<file path="src/rtl/rxf_pkg.sv">
package rxf_pkg;
  localparam int DATA_W = 8;

  typedef struct packed {
    logic              brk;
    logic              frm;
    logic              par;
    logic [DATA_W-1:0] data;
  } rx_char_t;

  typedef enum logic [1:0] {
    LVL_ONE  = 2'd0,
    LVL_HALF = 2'd1,
    LVL_3Q   = 2'd2,
    LVL_FULL = 2'd3
  } fill_lvl_e;
endpackage

</file>
<file path="src/rtl/rxf_store.sv">
module rxf_store
  import rxf_pkg::*;
#(
  parameter int DEPTH = 16,
  localparam int PW = $clog2(DEPTH),
  localparam int CW = $clog2(DEPTH + 1)
) (
  input  logic          clk_i,
  input  logic          rst_ni,
  input  logic          push_i,
  input  logic          pop_i,
  input  logic          clr_i,
  input  logic          err_clr_i,
  input  rx_char_t      din_i,
  output rx_char_t      head_o,
  output logic [CW-1:0] count_o
);
  rx_char_t        mem [DEPTH];
  logic [PW-1:0]   wp, rp;
  logic [CW-1:0]   cnt;

  always_ff @(posedge clk_i or negedge rst_ni) begin
    if (!rst_ni) begin
      wp  <= '0;
      rp  <= '0;
      cnt <= '0;
      for (int i = 0; i < DEPTH; i++) mem[i] <= '0;
    end else if (clr_i) begin
      wp  <= '0;
      rp  <= '0;
      cnt <= '0;
    end else begin
      if (err_clr_i) begin
        for (int i = 0; i < DEPTH; i++) begin
          mem[i].brk <= 1'b0;
          mem[i].frm <= 1'b0;
          mem[i].par <= 1'b0;
        end
      end
      // pushed entry keeps its own flags even under error clear
      if (push_i) begin
        mem[wp] <= din_i;
        wp      <= wp + PW'(1);
      end
      if (pop_i) rp <= rp + PW'(1);
      cnt <= cnt + CW'(push_i) - CW'(pop_i);
    end
  end

  assign head_o  = (cnt != '0) ? mem[rp] : '0;
  assign count_o = cnt;
endmodule

</file>
<file path="src/rtl/rxf_fill_level.sv">
module rxf_fill_level
  import rxf_pkg::*;
#(
  parameter int DEPTH = 16,
  localparam int CW = $clog2(DEPTH + 1)
) (
  input  logic          clk_i,
  input  logic          rst_ni,
  input  logic          set_i,
  input  fill_lvl_e     lvl_i,
  input  logic          upd_i,
  input  logic [CW-1:0] count_i,
  input  logic [CW-1:0] cap_i,
  output logic          irq_o
);
  fill_lvl_e     act_q, pend_q;
  logic          pend_v;
  logic [CW-1:0] thr;

  always_ff @(posedge clk_i or negedge rst_ni) begin
    if (!rst_ni) begin
      act_q  <= LVL_ONE;
      pend_q <= LVL_ONE;
      pend_v <= 1'b0;
    end else if (set_i) begin
      if (count_i == '0) begin
        act_q  <= lvl_i;
        pend_v <= 1'b0;
      end else begin
        pend_q <= lvl_i;
        pend_v <= 1'b1;
      end
    end else if (pend_v && upd_i) begin
      act_q  <= pend_q;
      pend_v <= 1'b0;
    end
  end

  always_comb begin
    unique case (act_q)
      LVL_ONE:  thr = CW'(1);
      LVL_HALF: thr = cap_i >> 1;
      LVL_3Q:   thr = cap_i - (cap_i >> 2);
      default:  thr = cap_i;
    endcase
  end

  assign irq_o = (count_i >= thr);
endmodule

</file>
<file path="src/rtl/rxf_watchdog.sv">
module rxf_watchdog #(
  parameter int WD_CHARS = 64,
  localparam int TW = $clog2(WD_CHARS + 1)
) (
  input  logic clk_i,
  input  logic rst_ni,
  input  logic restart_i,
  input  logic tick_i,
  input  logic en_i,
  output logic irq_o
);
  logic [TW-1:0] cnt;
  logic          fired;

  always_ff @(posedge clk_i or negedge rst_ni) begin
    if (!rst_ni) begin
      cnt   <= '0;
      fired <= 1'b0;
    end else if (restart_i) begin
      cnt   <= '0;
      fired <= 1'b0;
    end else if (tick_i && !fired) begin
      cnt <= cnt + TW'(1);
      if (cnt == TW'(WD_CHARS - 1)) fired <= 1'b1;
    end
  end

  assign irq_o = en_i & fired;
endmodule

</file>
<file path="src/rtl/rx_status_fifo.sv">
module rx_status_fifo
  import rxf_pkg::*;
#(
  parameter int DEPTH    = 16,
  parameter int WD_CHARS = 64
) (
  input  logic              clk_i,
  input  logic              rst_ni,
  input  logic              wr_valid_i,
  input  logic [DATA_W-1:0] wr_data_i,
  input  logic              wr_brk_i,
  input  logic              wr_frm_i,
  input  logic              wr_par_i,
  input  logic              rd_i,
  input  logic              half_depth_i,
  input  logic              lvl_wr_i,
  input  logic [1:0]        lvl_i,
  input  logic              wd_en_i,
  input  logic              char_tick_i,
  input  logic              cmd_rx_reset_i,
  input  logic              cmd_err_reset_i,
  output logic [DATA_W-1:0] head_data_o,
  output logic              head_brk_o,
  output logic              head_frm_o,
  output logic              head_par_o,
  output logic              ready_o,
  output logic              full_o,
  output logic              overrun_o,
  output logic              fill_irq_o,
  output logic              wd_irq_o
);
  localparam int CW   = $clog2(DEPTH + 1);
  localparam int HALF = DEPTH / 2;

  logic [CW-1:0] count, cap;
  logic          push, pop, ovr_q;
  rx_char_t      din, head;

  assign cap  = half_depth_i ? CW'(HALF) : CW'(DEPTH);
  assign push = wr_valid_i && (count < cap) && !cmd_rx_reset_i;
  assign pop  = rd_i && (count != '0) && !cmd_rx_reset_i;
  assign din  = '{brk: wr_brk_i, frm: wr_frm_i, par: wr_par_i, data: wr_data_i};

  rxf_store #(.DEPTH(DEPTH)) u_store (
    .clk_i, .rst_ni,
    .push_i(push), .pop_i(pop), .clr_i(cmd_rx_reset_i), .err_clr_i(cmd_err_reset_i),
    .din_i(din), .head_o(head), .count_o(count)
  );

  rxf_fill_level #(.DEPTH(DEPTH)) u_fill (
    .clk_i, .rst_ni,
    .set_i(lvl_wr_i), .lvl_i(fill_lvl_e'(lvl_i)), .upd_i(push | pop),
    .count_i(count), .cap_i(cap), .irq_o(fill_irq_o)
  );

  rxf_watchdog #(.WD_CHARS(WD_CHARS)) u_wd (
    .clk_i, .rst_ni,
    .restart_i(push | pop | (count == '0) | cmd_rx_reset_i),
    .tick_i(char_tick_i), .en_i(wd_en_i), .irq_o(wd_irq_o)
  );

  // overrun is sticky; rx reset leaves it alone
  always_ff @(posedge clk_i or negedge rst_ni) begin
    if (!rst_ni)                          ovr_q <= 1'b0;
    else if (cmd_err_reset_i)             ovr_q <= 1'b0;
    else if (wr_valid_i && count >= cap)  ovr_q <= 1'b1;
  end

  assign head_data_o = head.data;
  assign head_brk_o  = head.brk;
  assign head_frm_o  = head.frm;
  assign head_par_o  = head.par;
  assign ready_o     = (count != '0);
  assign full_o      = (count >= cap);
  assign overrun_o   = ovr_q;
endmodule

</file>
<file path="config.mk">
export PLATFORM = sky130hd
export DESIGN_NAME = rx_status_fifo
export DESIGN_NICKNAME = d
export VERILOG_FILES = /design/src/rtl/rxf_pkg.sv /design/src/rtl/rxf_store.sv /design/src/rtl/rxf_fill_level.sv /design/src/rtl/rxf_watchdog.sv /design/src/rtl/rx_status_fifo.sv
export SDC_FILE = /design/constraint.sdc
export NUM_CORES = 1
export LEC_CHECK = 0
export BUFFER_PORTS_ARGS = -buffer_cell sky130_fd_sc_hd__buf_2
export CAP_MARGIN = 15
export CORE_ASPECT_RATIO = 0.5
export CORE_MARGIN = 2
export CORE_UTILIZATION = 50
export DETAILED_ROUTE_END_ITERATION = 8
export GPL_TIMING_DRIVEN = 0
export PLACE_DENSITY = 0.67
export SKIP_LAST_GASP = 1
export SYNTH_ARGS = -nofsm -noshare
export SYNTH_HDL_FRONTEND = slang
export SYNTH_SLANG_ARGS = --single-unit
</file>
<file path="constraint.sdc">
create_clock -name clk_i -period 5.5 [get_ports clk_i]
set_input_delay 0.825 -clock clk_i [delete_from_list [all_inputs] [get_ports clk_i]]
set_output_delay 0.825 -clock clk_i [all_outputs]
set_load 0.1 [all_outputs]
</file>
==> results of run 1 <==
## through the flow
| step | setup WS [ps] | total power [W] | cells | instance area (um^2) |
|---|---|---|---|---|
| 5_1_grt | 1432 | 0.005376 | 1131 | 11480 |
| 3_5_place_dp | 2118 | 0.003756 | 1095 | 10810 |
| 2_1_floorplan | 1013 | 0.003297 | 793 | 10260 |
| 4_1_cts | 1609 | 0.005172 | 1131 | 11480 |
| 3_3_place_gp | 269.2 | 0.003701 | 1093 | 10770 |
| 6_report | 1618 | 0.005121 | 1131 | 11480 |
## critical path, delay by kind of cell (launching register included)
| family | cells | cell delay [ps] |
|---|---|---|
| AO/OA/AOI/OAI | 2 | 290 |
| adder cells (fa/ha/maj) | 1 | 190 |
| flip-flops | 1 | 400 |
| AND/OR/NAND/NOR | 2 | 820 |
| buffers and inverters | 3 | 840 |
## cell type report
type	count	area share
flip-flops and latches	203	0.4423
multi-input cells	517	0.4145
inverters	14	0.004576
clock inverters	7	0.008607
well taps	266	0.02898
repair buffers	36	0.01874
clock buffers	29	0.05001
plain buffers	59	0.03225
## per-layer routing
metal  vias to the layer above  share of wire  track usage
li1                       2944              -            -
met1                      3322           0.47       0.3185
met2                       132           0.46       0.3423
met3                        32          0.044      0.03865
met4                         0          0.021      0.05255
met5                         -              0            0
## synthesized netlist by cell type (2+ instances only)
cell type | number | area share
a21o_1 | 3 | 0.0022
a21oi_1 | 8 | 0.0039
a22oi_1 | 10 | 0.0073
buf_1 | 4 | 0.0015
buf_2 | 11 | 0.0054
buf_4 | 16 | 0.012
buf_6 | 10 | 0.011
clkbuf_1 | 18 | 0.0066
dfrtp_1 | 203 | 0.49
ha_1 | 19 | 0.023
inv_1 | 13 | 0.0048
mux2_1 | 64 | 0.070
mux2_2 | 68 | 0.075
mux2_4 | 2 | 0.0029
mux2i_1 | 15 | 0.015
mux4_2 | 42 | 0.092
nand2_1 | 110 | 0.040
nand2b_1 | 2 | 0.0012
nand3_1 | 10 | 0.0049
nand3b_1 | 12 | 0.0088
nor2_1 | 22 | 0.0080
nor2b_1 | 6 | 0.0037
nor3_1 | 7 | 0.0034
nor3b_1 | 3 | 0.0022
nor4_4 | 16 | 0.033
o21ai_0 | 5 | 0.0024
o21ai_1 | 56 | 0.027
or3b_1 | 4 | 0.0034
xnor2_1 | 9 | 0.0077
xor2_1 | 6 | 0.0051
## power groups by stage
| stage | clock network [W] | logic [W] | registers [W] |
|---|---|---|---|
| after floorplan | 0 | 0.00152 | 0.00178 |
| after global placement | 0 | 0.00191 | 0.00180 |
| after detailed placement | 0 | 0.00195 | 0.00180 |
| after CTS | 0.00144 | 0.00196 | 0.00178 |
| after global routing | 0.00151 | 0.00207 | 0.00180 |
| final | 0.00141 | 0.00194 | 0.00178 |
## kinds of logic (layout without fill, tap and decap cells)
logic type      after synthesis  in the layout  share of synthesized area
flops                       203            203                     0.4949
simple gates                201            201                     0.1180
mux                         191            191                     0.2545
compound gates               90             90                    0.05340
buf+inv                      73            145                    0.04120
fa+ha+maj                    20             20                    0.02511
xor+xnor                     15             15                    0.01280
## worst max path at each step
stage	startpoint	to	slack, ps	cells past startpoint
6_report	u_store.count_o[2]	head_data_o[2]	1620	8
5_1_grt	u_store.count_o[2]	head_data_o[0]	1430	8
4_1_cts	u_store.count_o[2]	head_data_o[0]	1610	8
3_5_place_dp	cmd_rx_reset_i	u_store.count_o[4]	2120	13
3_3_place_gp	rst_ni	u_fill.pend_q[0]	270	1
2_1_floorplan	u_store.count_o[2]	head_brk_o	1010	6
==> impl_metrics.json, run 1 <==
{
  "status": "complete, no violations",
  "fill_cells": 1599,
  "whs_ps": 342.7,
  "grt_overflow": 0,
  "clock_power_share": 0.275,
  "async_flop_share": 1.000,
  "place_congestion": 0.8607,
  "first_global_vias": 6697,
  "criticalPathCategory": "reg -> out",
  "synth_edf_count": 0,
  "post-dp-hpwl_um": 15850,
  "vias_per_cell": 5.685,
  "cp_max_fo": 6,
  "cts_setup_buffers": 0,
  "p_sw_w": 0.002022,
  "report.final.setup_viol": 0,
  "critPathMaxStageDelay_ps": 650,
  "ant_nets": 0,
  "synth_cells": 793,
  "timing.rr.end": "u_store.count_o[4]",
  "drive_gt1_frac": 0.2775,
  "r2r_cells": 15,
  "crit_slowest_cell": "nor3_1",
  "coreArea_um2": 19770,
  "die_x_um": 206.6,
  "cts.sinks": 203,
  "drtIter0Drc": 417,
  "p_per_area_nw_per_um2": 445.9,
  "hold_viol_final": 0,
  "cts.repair.resized": 0,
  "root_buffer": "clkbuf_16",
  "syn-cell-area_um2": 10260,
  "avgSynthCellArea_um2": 12.94,
  "grt_antenna_before_repair": 0,
  "grt_max_degree": 107,
  "drcViolationCount": 0,
  "die_area_um2": 21760,
  "dr.pass1.iters": 4,
  "required_ps": 4680,
  "yosysWarnings": 0,
  "track_usage": 0.2188,
  "clk_pin_slew_worst_paths_ps": 60,
  "reg2reg_from": "u_store.count_o[3]",
  "seqCellArea_um2": 5080,
  "wl_per_cell_um": 19.92,
  "synth.distinct_cells": 49,
  "p_leak_nw": 5.133,
  "ys_seq_area_frac": 0.4949,
  "finalSetupTns_ps": 0,
  "layout_common_cells": "dfrtp_1 (203), nand2_1 (110), mux2_2 (68), mux2_1 (64), o21ai_1 (56)",
  "fin_crit_ps": 3882,
  "crit_chain": "inv_1 > ha_1 > nor4b_4 > nor3_1 > buf_4 > a22oi_1 > o21ai_1 > buf_2",
  "cts_hold_buf": 0,
  "critPathArrivalTime_ps": 3060,
  "grt_pass1_wl_um": 36720,
  "multi_input_area_um2": 4761,
  "maxCapViolCount": 0,
  "cts_inserted_buffers": 20,
  "tightestPinTransition_ps": 880.4,
  "startpoint_type": "register",
  "rows": 36,
  "routed_wl_um": 22520,
  "worstSetupEndpointType": "primary output",
  "rsz0062_at_grt": "false",
  "hold_class": "in -> async",
  "cts_tree": "built",
  "ir_drop_v": 0.0005824,
  "ys.flop_type": "dfrtp_1",
  "p_seq_frac": 0.347,
  "fin_nets": 894,
  "final_max_slew_viol_count": 0,
  "die_height_um": 105.3,
  "ys_seq_elements": 203,
  "port_buffers": 34,
  "p_int_w": 0.003099,
  "max_freq_mhz": 257.6,
  "cts_buffer_depth": 3,
  "comb_power_share": 0.378,
  "utilization": 0.5808,
  "layout_commonest_cell": "dfrtp_1",
  "min_period_over_period": 0.7059,
  "n_antenna_cell": 0,
  "io_pins": 39,
  "via_count": 6430,
  "cts_max_level": 1,
  "start_util": 0.5190,
  "insertion_delay_ps": 500,
  "r2r_setup_slack_ps": 2150,
  "sw_frac_of_total": 0.3948,
  "max_slew_margin": 0.4105,
  "finalClockSkew_ps": 10.55,
  "synth_nets": 836,
  "syn_to_final_growth_pct": 11.90
}
No activity file was read; power rests on OpenSTA's default activity.
==> run 2: changes to the inputs <==
--- a/config.mk
+++ b/config.mk
@@ -12,7 +12,7 @@
 export CORE_UTILIZATION = 50
 export DETAILED_ROUTE_END_ITERATION = 8
 export GPL_TIMING_DRIVEN = 0
-export PLACE_DENSITY = 0.67
+export PLACE_DENSITY = 0.69
 export SKIP_LAST_GASP = 1
 export SYNTH_ARGS = -nofsm -noshare
 export SYNTH_HDL_FRONTEND = slang
==> constraint.sdc (replaced) <==
create_clock -name clk_i -period 3.2 [get_ports clk_i]
set_input_delay 0.48 -clock clk_i [delete_from_list [all_inputs] [get_ports clk_i]]
set_output_delay 0.48 -clock clk_i [all_outputs]
set_load 0.1 [all_outputs]
==> impl_metrics.json, run 2 (synthesis results as in run 1) <==
{
  "status": "complete, no violations",
  "die_x_um": 206.6,
  "grt_pass1_wl_um": 36640,
  "syn_to_final_growth_pct": 13.19,
  "drcViolationCount": 0,
  "fin_crit_ps": 3089,
  "p_int_w": 0.005433,
  "cts_max_level": 1,
  "cts_hold_buf": 0,
  "final_max_slew_viol_count": 0,
  "wl_met1_um": 10480,
  "layout_common_cells": "dfrtp_1 (203), nand2_1 (108), mux2_2 (68), mux2_1 (64), o21ai_1 (59)",
  "finalClockSkew_ps": 12.97,
  "met3_length_um": 950,
  "crit_slowest_cell": "dfrtp_1",
  "required_ps": 2720,
  "worstSetupEndpointType": "primary output",
  "drtIter0Drc": 437,
  "root_buffer": "clkbuf_16",
  "grt_overflow": 0,
  "first_global_vias": 6729,
  "p_seq_frac": 0.342,
  "critPathArrivalTime_ps": 2610,
  "criticalPathCategory": "reg -> out",
  "sw_frac_of_total": 0.3919,
  "report.final.setup_viol": 0,
  "die_area_um2": 21760,
  "layout.cells.non_filler": 1137,
  "ant_nets": 0,
  "max_slew_margin": 0.4455,
  "insertion_delay_ps": 500,
  "p_per_area_nw_per_um2": 769.1,
  "fin_ws_ps": 111.4,
  "grt_max_degree": 111,
  "tightestPinTransition_ps": 831.7,
  "clock_power_share": 0.257,
  "cts_tree": "built",
  "maxCapViolCount": 0,
  "dpl_cell_area_um2": 10820,
  "p_leak_nw": 5.181,
  "hold_class": "in -> async",
  "rows": 36,
  "via_count": 6498,
  "comb_power_share": 0.401,
  "post-dp-hpwl_um": 15740,
  "route.top_layer_used": "met4",
  "critPathMaxStageDelay_ps": 460,
  "crit_chain": "buf_2 > buf_2 > mux4_2 > a22oi_1 > o21ai_1 > buf_4",
  "route.met2.wl_um": 10620,
  "track_usage": 0.2176,
  "die_height_um": 105.3,
  "clk_pin_slew_worst_paths_ps": 60,
  "cts.sinks": 203,
  "vias_per_cell": 5.715,
  "finalSetupTns_ps": 0,
  "ir_drop_v": 0.0008084,
  "place_congestion": 0.8101,
  "wl_per_cell_um": 19.66,
  "drive_gt1_frac": 0.2882,
  "p_total_w": 0.008935,
  "coreArea_um2": 19770,
  "hold_viol_final": 0,
  "io_pins": 39,
  "cp_max_fo": 10,
  "dp_slack_ps": -191.3,
  "fin_nets": 901,
  "layout_commonest_cell": "dfrtp_1",
  "start_util": 0.5190,
  "finish.instance_area_um2": 11620,
  "n_antenna_cell": 0,
  "grt_antenna_before_repair": 0,
  "max_freq_mhz": 323.8,
  "startpoint_type": "register",
  "min_period_over_period": 0.9652,
  "dp.cells": 1095,
  "p_sw_w": 0.003501,
  "port_buffers": 34,
  "cts_inserted_buffers": 20,
  "cts_buffer_depth": 3,
  "routed_wl_um": 22360,
  "dr.pass1.iters": 5,
  "crit_top_cell": "buf_2"
}
==> run 2: cell types whose count changed in the layout (fill, tap and decap cells not counted), moves of 3 or more <==
cell / delta
buf_2: -12
buf_6: +9
buf_4: +7
o21ai_0: -4
o21ai_1: +3
==> run 2: critical path, delay by kind of cell, from the launching register on <==
| family | cells | cell delay, ps |
|---|---|---|
| mux | 1 | 350 |
| flops | 1 | 460 |
| compound gates | 2 | 380 |
| buf+inv | 3 | 920 |
==> run 2: worst paths after layout <==
kind                                                    to                from  cells past startpoint  slack, ps
worst min-delay path            asynchronous set/reset pin              rst_ni                      1         30
worst max register to register          u_store.count_o[4]  u_store.count_o[3]                     16        260
worst min register to register                    register            register                      1        480
min in group clk_i                        u_fill.pend_q[1]            lvl_i[1]                      2        240
max in group asynchronous       asynchronous set/reset pin              rst_ni                      2       2220
worst max-delay path                        head_data_o[7]       u_store.rp[1]                      6        110
==> run 2: layer usage <==
| layer | GRT usage | vias to the layer above |
|---|---|---|
| met2 | 0.3502 | 128 |
| li1 | - | 2965 |
| met4 | 0.04898 | 0 |
| met3 | 0.03556 | 24 |
| met1 | 0.3117 | 3381 |
| met5 | 0 | - |
==> run 2: timing repair <==
item | CTS | global route
resized for setup | 16 | 15
setup buffers | 3 | 4
setup endpoints to repair | 12 | 12
pin swaps | 1 | 1
cloned | 0 | 0
==> run 2: final cells by class <==
class,count,area [um^2]
flip-flops and latches,203,5080
fillers,1548,8157
clock inverters,6,66.31
well taps,266,332.8
repair buffers,43,342.8
multi-input cells,517,4787
inverters,14,55.05
clock buffers,29,564.3
plain buffers,59,389.1
==> run 2: power by group through the flow <==
stage                     clock (W)  combinational, W  sequential, W
after global routing        0.00246           0.00384        0.00310
after detailed placement          0           0.00334        0.00310
after global placement            0           0.00328        0.00308
final                       0.00229           0.00358        0.00306
after floorplan                   0           0.00261        0.00306
after CTS                   0.00233           0.00348        0.00306
==> run 2: stage by stage <==
stage          hold WS, ps    util
5_1_grt              102.8  0.5875
6_report             33.06  0.5875
2_1_floorplan        184.4       -
4_1_cts              76.89  0.5838
3_3_place_gp         462.0  0.5447
3_5_place_dp         473.0  0.5470
